[config.mk]
export PLATFORM = sky130hd
export DESIGN_NAME = xmem_page_mapper
export DESIGN_NICKNAME = d
export VERILOG_FILES = /design/src/rtl/xpm_pkg.sv /design/src/rtl/xpm_sfr_regs.sv /design/src/rtl/xpm_addr_gen.sv /design/src/rtl/xpm_bank_route.sv /design/src/rtl/xmem_page_mapper.sv
export SDC_FILE = /design/constraint.sdc
export NUM_CORES = 1
export LEC_CHECK = 0
export BUFFER_PORTS_ARGS = -buffer_cell sky130_fd_sc_hd__buf_4
export CORE_MARGIN = 2
export CORE_UTILIZATION = 45
export CTS_BUF_LIST = sky130_fd_sc_hd__clkbuf_16
export CTS_CLUSTER_SIZE = 40
export DETAILED_ROUTE_END_ITERATION = 7
export PLACE_DENSITY_LB_ADDON = 0.08
export SLEW_MARGIN = 20
export SYNTH_ARGS = -nofsm -noshare
export SYNTH_HDL_FRONTEND = slang
export SYNTH_SLANG_ARGS = --single-unit
[constraint.sdc]
create_clock -name clk -period 4 [get_ports clk]
set_input_delay 0.4 -clock clk [delete_from_list [all_inputs] [get_ports clk]]
set_output_delay 0.4 -clock clk [all_outputs]
set_load 0.02 [all_outputs]
[src/rtl/xpm_pkg.sv]
package xpm_pkg;

    localparam int unsigned BYTE_W = 8;
    localparam int unsigned XA_W   = 16;

    typedef enum logic {
        MX_DPTR = 1'b0,
        MX_RI   = 1'b1
    } mx_form_e;

    typedef struct packed {
        logic [BYTE_W-1:0] page;
        logic [BYTE_W-1:0] dbank;
        logic [BYTE_W-1:0] cbank;
    } xpm_regs_t;

    typedef struct packed {
        logic              valid;
        logic              we;
        logic [XA_W-1:0]   addr;
        logic [BYTE_W-1:0] wdata;
    } xpm_req_t;

endpackage

[src/rtl/xpm_sfr_regs.sv]
module xpm_sfr_regs
    import xpm_pkg::*;
#(
    parameter logic [7:0] PAGE_ADDR  = 8'h92,
    parameter logic [7:0] DBANK_ADDR = 8'h97,
    parameter logic [7:0] CBANK_ADDR = 8'h96
) (
    input  logic              clk,
    input  logic              rst,
    input  logic [7:0]        sfr_addr,
    input  logic              sfr_wr,
    input  logic [BYTE_W-1:0] sfr_wdata,
    output xpm_regs_t         regs,
    output logic [BYTE_W-1:0] sfr_rdata,
    output logic              sfr_hit
);

    always_ff @(posedge clk) begin
        if (rst) begin
            regs <= '0;
        end else if (sfr_wr) begin
            case (sfr_addr)
                PAGE_ADDR:  regs.page  <= sfr_wdata;
                DBANK_ADDR: regs.dbank <= sfr_wdata;
                CBANK_ADDR: regs.cbank <= sfr_wdata;
                default: ;
            endcase
        end
    end

    always_comb begin
        sfr_hit   = 1'b1;
        sfr_rdata = '0;
        case (sfr_addr)
            PAGE_ADDR:  sfr_rdata = regs.page;
            DBANK_ADDR: sfr_rdata = regs.dbank;
            CBANK_ADDR: sfr_rdata = regs.cbank;
            default:    sfr_hit   = 1'b0;
        endcase
    end

    AST_PAGE_LOAD: assert property (@(posedge clk) disable iff (rst)
        (sfr_wr && sfr_addr == PAGE_ADDR) |=> regs.page == $past(sfr_wdata));

    AST_PAGE_HOLD: assert property (@(posedge clk) disable iff (rst)
        !(sfr_wr && sfr_addr == PAGE_ADDR) |=> $stable(regs.page));

    AST_CBANK_INDEP: assert property (@(posedge clk) disable iff (rst)
        (sfr_wr && sfr_addr == DBANK_ADDR) |=> $stable(regs.cbank));

    AST_DBANK_INDEP: assert property (@(posedge clk) disable iff (rst)
        (sfr_wr && sfr_addr == CBANK_ADDR) |=> $stable(regs.dbank));

endmodule

[src/rtl/xpm_addr_gen.sv]
module xpm_addr_gen
    import xpm_pkg::*;
(
    input  mx_form_e          form,
    input  logic [BYTE_W-1:0] ri,
    input  logic [XA_W-1:0]   dptr,
    input  logic [BYTE_W-1:0] page,
    output logic [XA_W-1:0]   addr
);

    always_comb begin
        unique case (form)
            MX_RI:   addr = {page, ri};
            MX_DPTR: addr = dptr;
        endcase
    end

endmodule

[src/rtl/xpm_bank_route.sv]
module xpm_bank_route
    import xpm_pkg::*;
#(
    parameter int unsigned FLASH_AW        = 20,
    parameter logic [15:0] WIN_BASE        = 16'h4000,
    parameter int unsigned WIN_AW          = 14,
    parameter int unsigned NUM_FLASH_BANKS = 2,
    parameter int unsigned BANK_SHIFT      = 16
) (
    input  logic                clk,
    input  logic                rst,
    input  xpm_req_t            req,
    input  logic [BYTE_W-1:0]   dbank,
    output logic                xram_en,
    output logic                xram_we,
    output logic [XA_W-1:0]     xram_addr,
    output logic [BYTE_W-1:0]   xram_wdata,
    output logic                flash_rd,
    output logic [FLASH_AW-1:0] flash_addr
);

    localparam logic [BYTE_W-1:0] MAX_BANK = BYTE_W'(NUM_FLASH_BANKS);
    localparam int unsigned       TAG_W    = XA_W - WIN_AW;
    localparam logic [TAG_W-1:0]  WIN_TAG  = WIN_BASE[XA_W-1:WIN_AW];

    logic                in_win;
    logic                bank_ok;
    logic                overlay;
    logic [FLASH_AW-1:0] bank_base;

    always_comb begin
        in_win  = (req.addr[XA_W-1:WIN_AW] == WIN_TAG);
        bank_ok = (dbank != '0) && (dbank <= MAX_BANK);
        overlay = in_win && bank_ok;
        if (dbank == 8'd1)
            bank_base = FLASH_AW'(WIN_BASE);
        else
            bank_base = FLASH_AW'(dbank - 8'd1) << BANK_SHIFT;
    end

    assign flash_rd   = req.valid && overlay && !req.we;
    assign flash_addr = bank_base + FLASH_AW'(req.addr[WIN_AW-1:0]);
    assign xram_en    = req.valid && !overlay;
    assign xram_we    = req.valid && !overlay && req.we;
    assign xram_addr  = req.addr;
    assign xram_wdata = req.wdata;

    AST_ONE_TARGET: assert property (@(posedge clk) disable iff (rst)
        $onehot0({flash_rd, xram_en}));

    AST_FLASH_IN_WIN: assert property (@(posedge clk) disable iff (rst)
        flash_rd |-> (req.addr >= WIN_BASE && req.addr <= WIN_BASE + 16'((1 << WIN_AW) - 1)));

    AST_NO_FLASH_WRITE: assert property (@(posedge clk) disable iff (rst)
        (req.valid && req.we) |-> !flash_rd);

endmodule

[src/rtl/xmem_page_mapper.sv]
module xmem_page_mapper
    import xpm_pkg::*;
#(
    parameter logic [7:0]  PAGE_ADDR       = 8'h92,
    parameter logic [7:0]  DBANK_ADDR      = 8'h97,
    parameter logic [7:0]  CBANK_ADDR      = 8'h96,
    parameter int unsigned FLASH_AW        = 20,
    parameter logic [15:0] WIN_BASE        = 16'h4000,
    parameter int unsigned WIN_AW          = 14,
    parameter int unsigned NUM_FLASH_BANKS = 2,
    parameter int unsigned BANK_SHIFT      = 16
) (
    input  logic                clk,
    input  logic                rst,
    input  logic [7:0]          sfr_addr,
    input  logic                sfr_wr,
    input  logic [7:0]          sfr_wdata,
    output logic [7:0]          sfr_rdata,
    output logic                sfr_hit,
    output logic [7:0]          code_bank,
    input  logic                mx_req,
    input  logic                mx_we,
    input  logic                mx_ri_sel,
    input  logic [7:0]          mx_ri,
    input  logic [15:0]         mx_dptr,
    input  logic [7:0]          mx_wdata,
    output logic [7:0]          mx_rdata,
    output logic                xram_en,
    output logic                xram_we,
    output logic [15:0]         xram_addr,
    output logic [7:0]          xram_wdata,
    input  logic [7:0]          xram_rdata,
    output logic                flash_rd,
    output logic [FLASH_AW-1:0] flash_addr,
    input  logic [7:0]          flash_rdata
);

    xpm_regs_t       regs;
    xpm_req_t        req;
    logic [XA_W-1:0] eff_addr;
    logic            rd_flash_q;

    xpm_sfr_regs #(
        .PAGE_ADDR  (PAGE_ADDR),
        .DBANK_ADDR (DBANK_ADDR),
        .CBANK_ADDR (CBANK_ADDR)
    ) sfr_i (
        .clk       (clk),
        .rst       (rst),
        .sfr_addr  (sfr_addr),
        .sfr_wr    (sfr_wr),
        .sfr_wdata (sfr_wdata),
        .regs      (regs),
        .sfr_rdata (sfr_rdata),
        .sfr_hit   (sfr_hit)
    );

    xpm_addr_gen addr_i (
        .form (mx_form_e'(mx_ri_sel)),
        .ri   (mx_ri),
        .dptr (mx_dptr),
        .page (regs.page),
        .addr (eff_addr)
    );

    always_comb begin
        req.valid = mx_req;
        req.we    = mx_we;
        req.addr  = eff_addr;
        req.wdata = mx_wdata;
    end

    xpm_bank_route #(
        .FLASH_AW        (FLASH_AW),
        .WIN_BASE        (WIN_BASE),
        .WIN_AW          (WIN_AW),
        .NUM_FLASH_BANKS (NUM_FLASH_BANKS),
        .BANK_SHIFT      (BANK_SHIFT)
    ) route_i (
        .clk        (clk),
        .rst        (rst),
        .req        (req),
        .dbank      (regs.dbank),
        .xram_en    (xram_en),
        .xram_we    (xram_we),
        .xram_addr  (xram_addr),
        .xram_wdata (xram_wdata),
        .flash_rd   (flash_rd),
        .flash_addr (flash_addr)
    );

    always_ff @(posedge clk) begin
        if (rst)
            rd_flash_q <= 1'b0;
        else if (mx_req && !mx_we)
            rd_flash_q <= flash_rd;
    end

    assign mx_rdata  = rd_flash_q ? flash_rdata : xram_rdata;
    assign code_bank = regs.cbank;

    AST_RI_ADDR: assert property (@(posedge clk) disable iff (rst)
        (mx_req && mx_ri_sel && xram_en) |-> xram_addr == {regs.page, mx_ri});

    AST_DPTR_ADDR: assert property (@(posedge clk) disable iff (rst)
        (mx_req && !mx_ri_sel && xram_en) |-> xram_addr == mx_dptr);

    AST_RDATA_FLASH: assert property (@(posedge clk) disable iff (rst)
        (mx_req && flash_rd) |=> mx_rdata == flash_rdata);

endmodule

# Word level (Yosys, flattened, before mapping)
# Cells that the tools add are included.
[totals]
input_bits = 70
reg_bits = 25
output_inout_bits = 72
[op_classes]
bitwise_logic = 1
n_lt_le_gt_ge = 1
reduce_logical = 14
addsub = 2
n_eq_ne = 5
muxes = 5
[ops]
columns = ["cell", "count"]
rows = [
  ["$pmux 16 s2", 1],
  ["$eq 8x8->1 const B", 3],
  ["$pmux 8 s3", 1],
  ["$add 20x14->20", 1],
  ["$mux 20", 1],
  ["$eq 8x1->1 const B", 1],
  ["$le 8x2->1 const B", 1],
  ["$mux 8", 1],
  ["$reduce_bool 8->1", 1],
  ["$logic_and 1x1->1", 7],
  ["$reduce_and 2->1", 3],
  ["$sub 4x1->4 const B", 1],
  ["$reduce_or 3->1", 1],
  ["$eq 2x1->1 const B", 1],
  ["$logic_not 1->1", 2],
  ["$mux 1", 1],
  ["$not 1->1", 1],
]

# Logic depth before layout (Yosys ltp)
[depth]
depth_word = 7
ltp_mapped = 5
mapped_depth_nobuf = 5

# Hierarchy
# From an unflattened synthesis, not the netlist that was laid out.
[hier_totals]
cells_unflattened = 227
area_unflattened_um2 = 2188.3
[modules_own_cells]
columns = ["mod", "seq_area_each_um2", "instances", "cells_per_inst", "area_per_inst_um2"]
rows = [
  ["xpm_sfr_regs", 480.5, 1, 130, 1275.0],
  ["xpm_bank_route", 0.0, 1, 65, 484.2],
  ["xpm_addr_gen", 0.0, 1, 18, 249.0],
  ["xmem_page_mapper", 20.0, 1, 14, 180.2],
]

# Worst setup path before layout
# OpenSTA, ideal clock, no wires.
[synth_timing]
path_kind = "input -> output"
startpoint = "input mx_ri_sel"
endpoint = "output flash_rd"
cell_stages = 4
path_slack_ns = 2.042
arrival_time_ns = 1.558
cell_sequence = "buf_2 -> mux2_4 -> a2111oi_2 -> and3_1"
[synth_between]
elab_chain_cells = 6
[synth_lines]
columns = ["element", "line_no", "text"]
rows = [
  ["start, declared", "xmem_page_mapper.sv:23", "input logic mx_ri_sel,"],
  ["$not 1->1", "xpm_addr_gen.sv:12", "unique case (form)"],
  ["$pmux 16 s2 *", "xpm_addr_gen.sv:12", ""],
  ["net xram_addr[15]", "xmem_page_mapper.sv:30", "output logic [15:0] xram_addr,"],
  ["$eq 2x1->1 *", "xpm_bank_route.sv:32", "in_win = (req.addr[XA_W-1:WIN_AW] == WIN_TAG);"],
  ["$logic_and 1x1->1 *", "xpm_bank_route.sv:34", "overlay = in_win && bank_ok;"],
  ["$logic_and 1x1->1 * (2 in a row)", "xpm_bank_route.sv:41", "assign flash_rd = req.valid && overlay && !req.we;"],
  ["end, declared", "xmem_page_mapper.sv:33", "output logic flash_rd,"],
]
# The timed path passes the listed nets; every way through them passes the cells marked *.

# Worst setup path in the final report
[layout_timing]
startpoint = "register, netlist name sfr_i.regs[8]"
endpoint = "output flash_rd"
[layout_between]
elab_chain_cells = 5
[layout_lines]
columns = ["element", "line_no", "text"]
rows = [
  ["$le 8x2->1 or $reduce_bool 8->1 (tied branches)", "xpm_bank_route.sv:33", "bank_ok = (dbank != '0) && (dbank <= MAX_BANK);"],
  ["$logic_and 1x1->1 *", "xpm_bank_route.sv:33", ""],
  ["$logic_and 1x1->1 *", "xpm_bank_route.sv:34", ""],
  ["$logic_and 1x1->1 * (2 in a row)", "xpm_bank_route.sv:41", ""],
]
# Mark *: on every way between the ends. The rest lies on a longest branch, timed or not.

==> run metrics <==
status=completed; crit path kind=reg2out; PD cells=between 200 and 250 nW/um2; Int Pwr=0.474 mW; Max H-tree Level=1; critical path arrival=roughly 2000 ps; # IOs=142; total congestion overflow=0; # clock sinks=25; Die H=70.3 um; Initial Utilization=46.1%; Antenna Violating Nets Remaining=0; chip width=70.3 um; Worst Setup Slack, final=1650 ps; antenna cells=0; min Tclk post-route=2350 ps; Cell Area, Synth=about 2000 um2; Worst EP required=3600 ps; Post-DP Area=2670 um2; critical path startpoint=sfr_i.regs[8]$_SDFFE_PP0P_; Least-Margin Pin Slew=544 ps; FILL cells=383; first-pass GRT wire length=~8.7 mm; sequential share of power=38.6%; RSZ-0062 raised after global routing=no; CTS tree=done; row cnt=24; R2R Path End=rd_flash_q$_SDFFE_PP0P_; CP Cell Sequence=inv_1, ha_1, a2111oi_2, and3_1, buf_4; Final Cell Area=about 2800 um2; Max-slew headroom=a little under two thirds; internal reg-to-reg setup slack=between 2000 and 2500 ps; area delta synth->final=38.9%; hold path depth=3; EDFF count, synth=0; Reg2Reg Depth=4; Comb power frac=26.6%; crit start category=flip-flop; Final Util=64.0%; worst hold slack=458 ps; Final Hold Viols=0; Avg Cell Area, Syn=9.38 um2; worst-skew pair later-pin latency=260 ps; r2r startpoint=sfr_i.regs[8]$_SDFFE_PP0P_; wire length per cell=16.0 um; routability cong.=between 0.7 and 0.8; CP max-delay cell=a2111oi_2; GRT Resource Usage Total=between 20% and 30%; vias per cell=5.32; Final Cycle Share=58.8%; max_cap viols=0; hold wc startpoint=sfr_wdata[5]; synth warn=0; asr flop ratio synth=0%; post-synth top area share=between 20% and 30%; Clock Power Share=34.7%; first-iteration detailed-routing DRC count=49; HPWL Detailed=4.44 mm; critical-path maximum fanout=6; NumNets Final=369; # setup viols final=0; non-filler cells in the finished layout=346; CP peak stage delay=530 ps; Switch Pwr=0.171 mW; TNS Setup=0 ps; most frequent cells in the layout=buf_4 (124), dfxtp_1 (25), mux2_2 (22), mux2i_1 (17), nand2_1 (17); Clock transition at path regs=70 ps; largest net degree at the start of global routing=26; Worst VDD drop=119 uV; Min-Delay Path Class=in2reg; Min-Delay Endpoint=sfr_i.regs[13]$_SDFFE_PP0P_; power after layout=0.646 mW; commonest non-fill, non-tap cell in the layout=buf_4; Synth cell types=39; DRT Pass-1 Iters=4; Crit. End Element=output port; Hold-fix buffers, CTS=0; number of global-route vias before repair=1677; core region area=4290 um2; Mapped Cells=211; ys flop type=dfxtp_1; PortBufs=124; Post-Place Worst Slack=1670 ps; DR vias=1842; layout cells sized above 1=53.1%; Setup Buffers After CTS=0; DRC violations left=0; total wire length=about 5.5 mm; area leader, netlist=dfxtp_1; clock buffer count from CTS=3; FMAX=425 MHz; Resized cells post-CTS=0; sw frac=26.6%; Inst Count DP=342; LEAKAGE=1.37 nW; Final Max Tran Viols=0; die area=slightly below 5000 um2; Final Skew=4.82 ps; register area share after synthesis=25.3%; synthesized flop and latch total=25; clk root buf=clkbuf_16; top cells by area, synth=dfxtp_1 (25%), mux2_2 (13%), buf_4 (12%); initial antenna violation count=0; clk buf depth=2; syn nets=285
-- state kept, by name (all words and copies together), names as in the netlist --
| name | cells |
|---|---|
| rd_flash_q | 1 |
| sfr_i.regs | 24 |
-- worst max-delay path by stage --
stage          slack (ps)      endpoint  depth (start not counted)
6_report             1650      flash_rd                          5
5_1_grt              1510  sfr_rdata[0]                          5
4_1_cts              1630  sfr_rdata[1]                          5
3_5_place_dp         1670  sfr_rdata[1]                          5
3_3_place_gp         1710  sfr_rdata[1]                          5
2_1_floorplan        2040      flash_rd                          4
-- power by group through the flow --
stage          clock network [mW]  registers (mW)  logic [mW]
2_1_floorplan                   0           0.255       0.105
3_3_place_gp                    0           0.255       0.170
3_5_place_dp                    0           0.255       0.172
4_1_cts                     0.227           0.249       0.173
5_1_grt                     0.237           0.249       0.182
6_report                    0.224           0.249       0.172
-- layout make-up --
class	count	area (um2)	area share, %
Clock buffer	3	75.1	2.73
Clock inverter	1	7.51	0.273
Inverter	7	26.3	0.955
Multi-Input combinational cell	134	1140	41.6
Sequential cell	25	500	18.2
Tap cell	52	65.1	2.37
Timing Repair Buffer	124	931	33.8
-- routing by layer --
metal | track usage [%] | vias to the layer above | part of all wire, %
li1 | - | 912 | -
met1 | 28.4 | 845 | 44
met2 | 36.3 | 78 | 48
met3 | 4.47 | 7 | 7.3
met4 | 4.70 | 0 | 0.89
met5 | 0 | - | 0
-- synthesized netlist by cell type, types with 6 or more instances --
cell type	n
a31o_1	8
nand2b_1	9
nor4_1	8
a221o_1	8
buf_4	31
dfxtp_1	25
and3_1	10
clkbuf_1	6
nand2_1	17
buf_2	6
mux2_2	22
mux2i_1	17
inv_1	6
-- cell families (layout without fill, tap and decap cells) --
family                   after synthesis  in the layout  synth area share [%]
AO/OA/AOI/OAI                         24             24                  10.8
XOR/XNOR                               2              2                 0.885
adder cells (fa/ha/maj)                4              4                  2.53
buffers and inverters                 52            135                  16.9
flip-flops                            25             25                  25.3
multiplexers                          40             40                  21.9
other                                  1              1                 0.189
AND/OR/NAND/NOR                       63             63                  21.6
-- worst max-delay path: cells and delay by family (launching register included) --
kind,cells,cell delay [ps]
AND/OR/NAND/NOR,1,250
adder cells (fa/ha/maj),1,220
flip-flops,1,430
buffers and inverters,2,260
AO/OA/AOI/OAI,1,530
No activity file was read; power rests on OpenSTA's default activity.
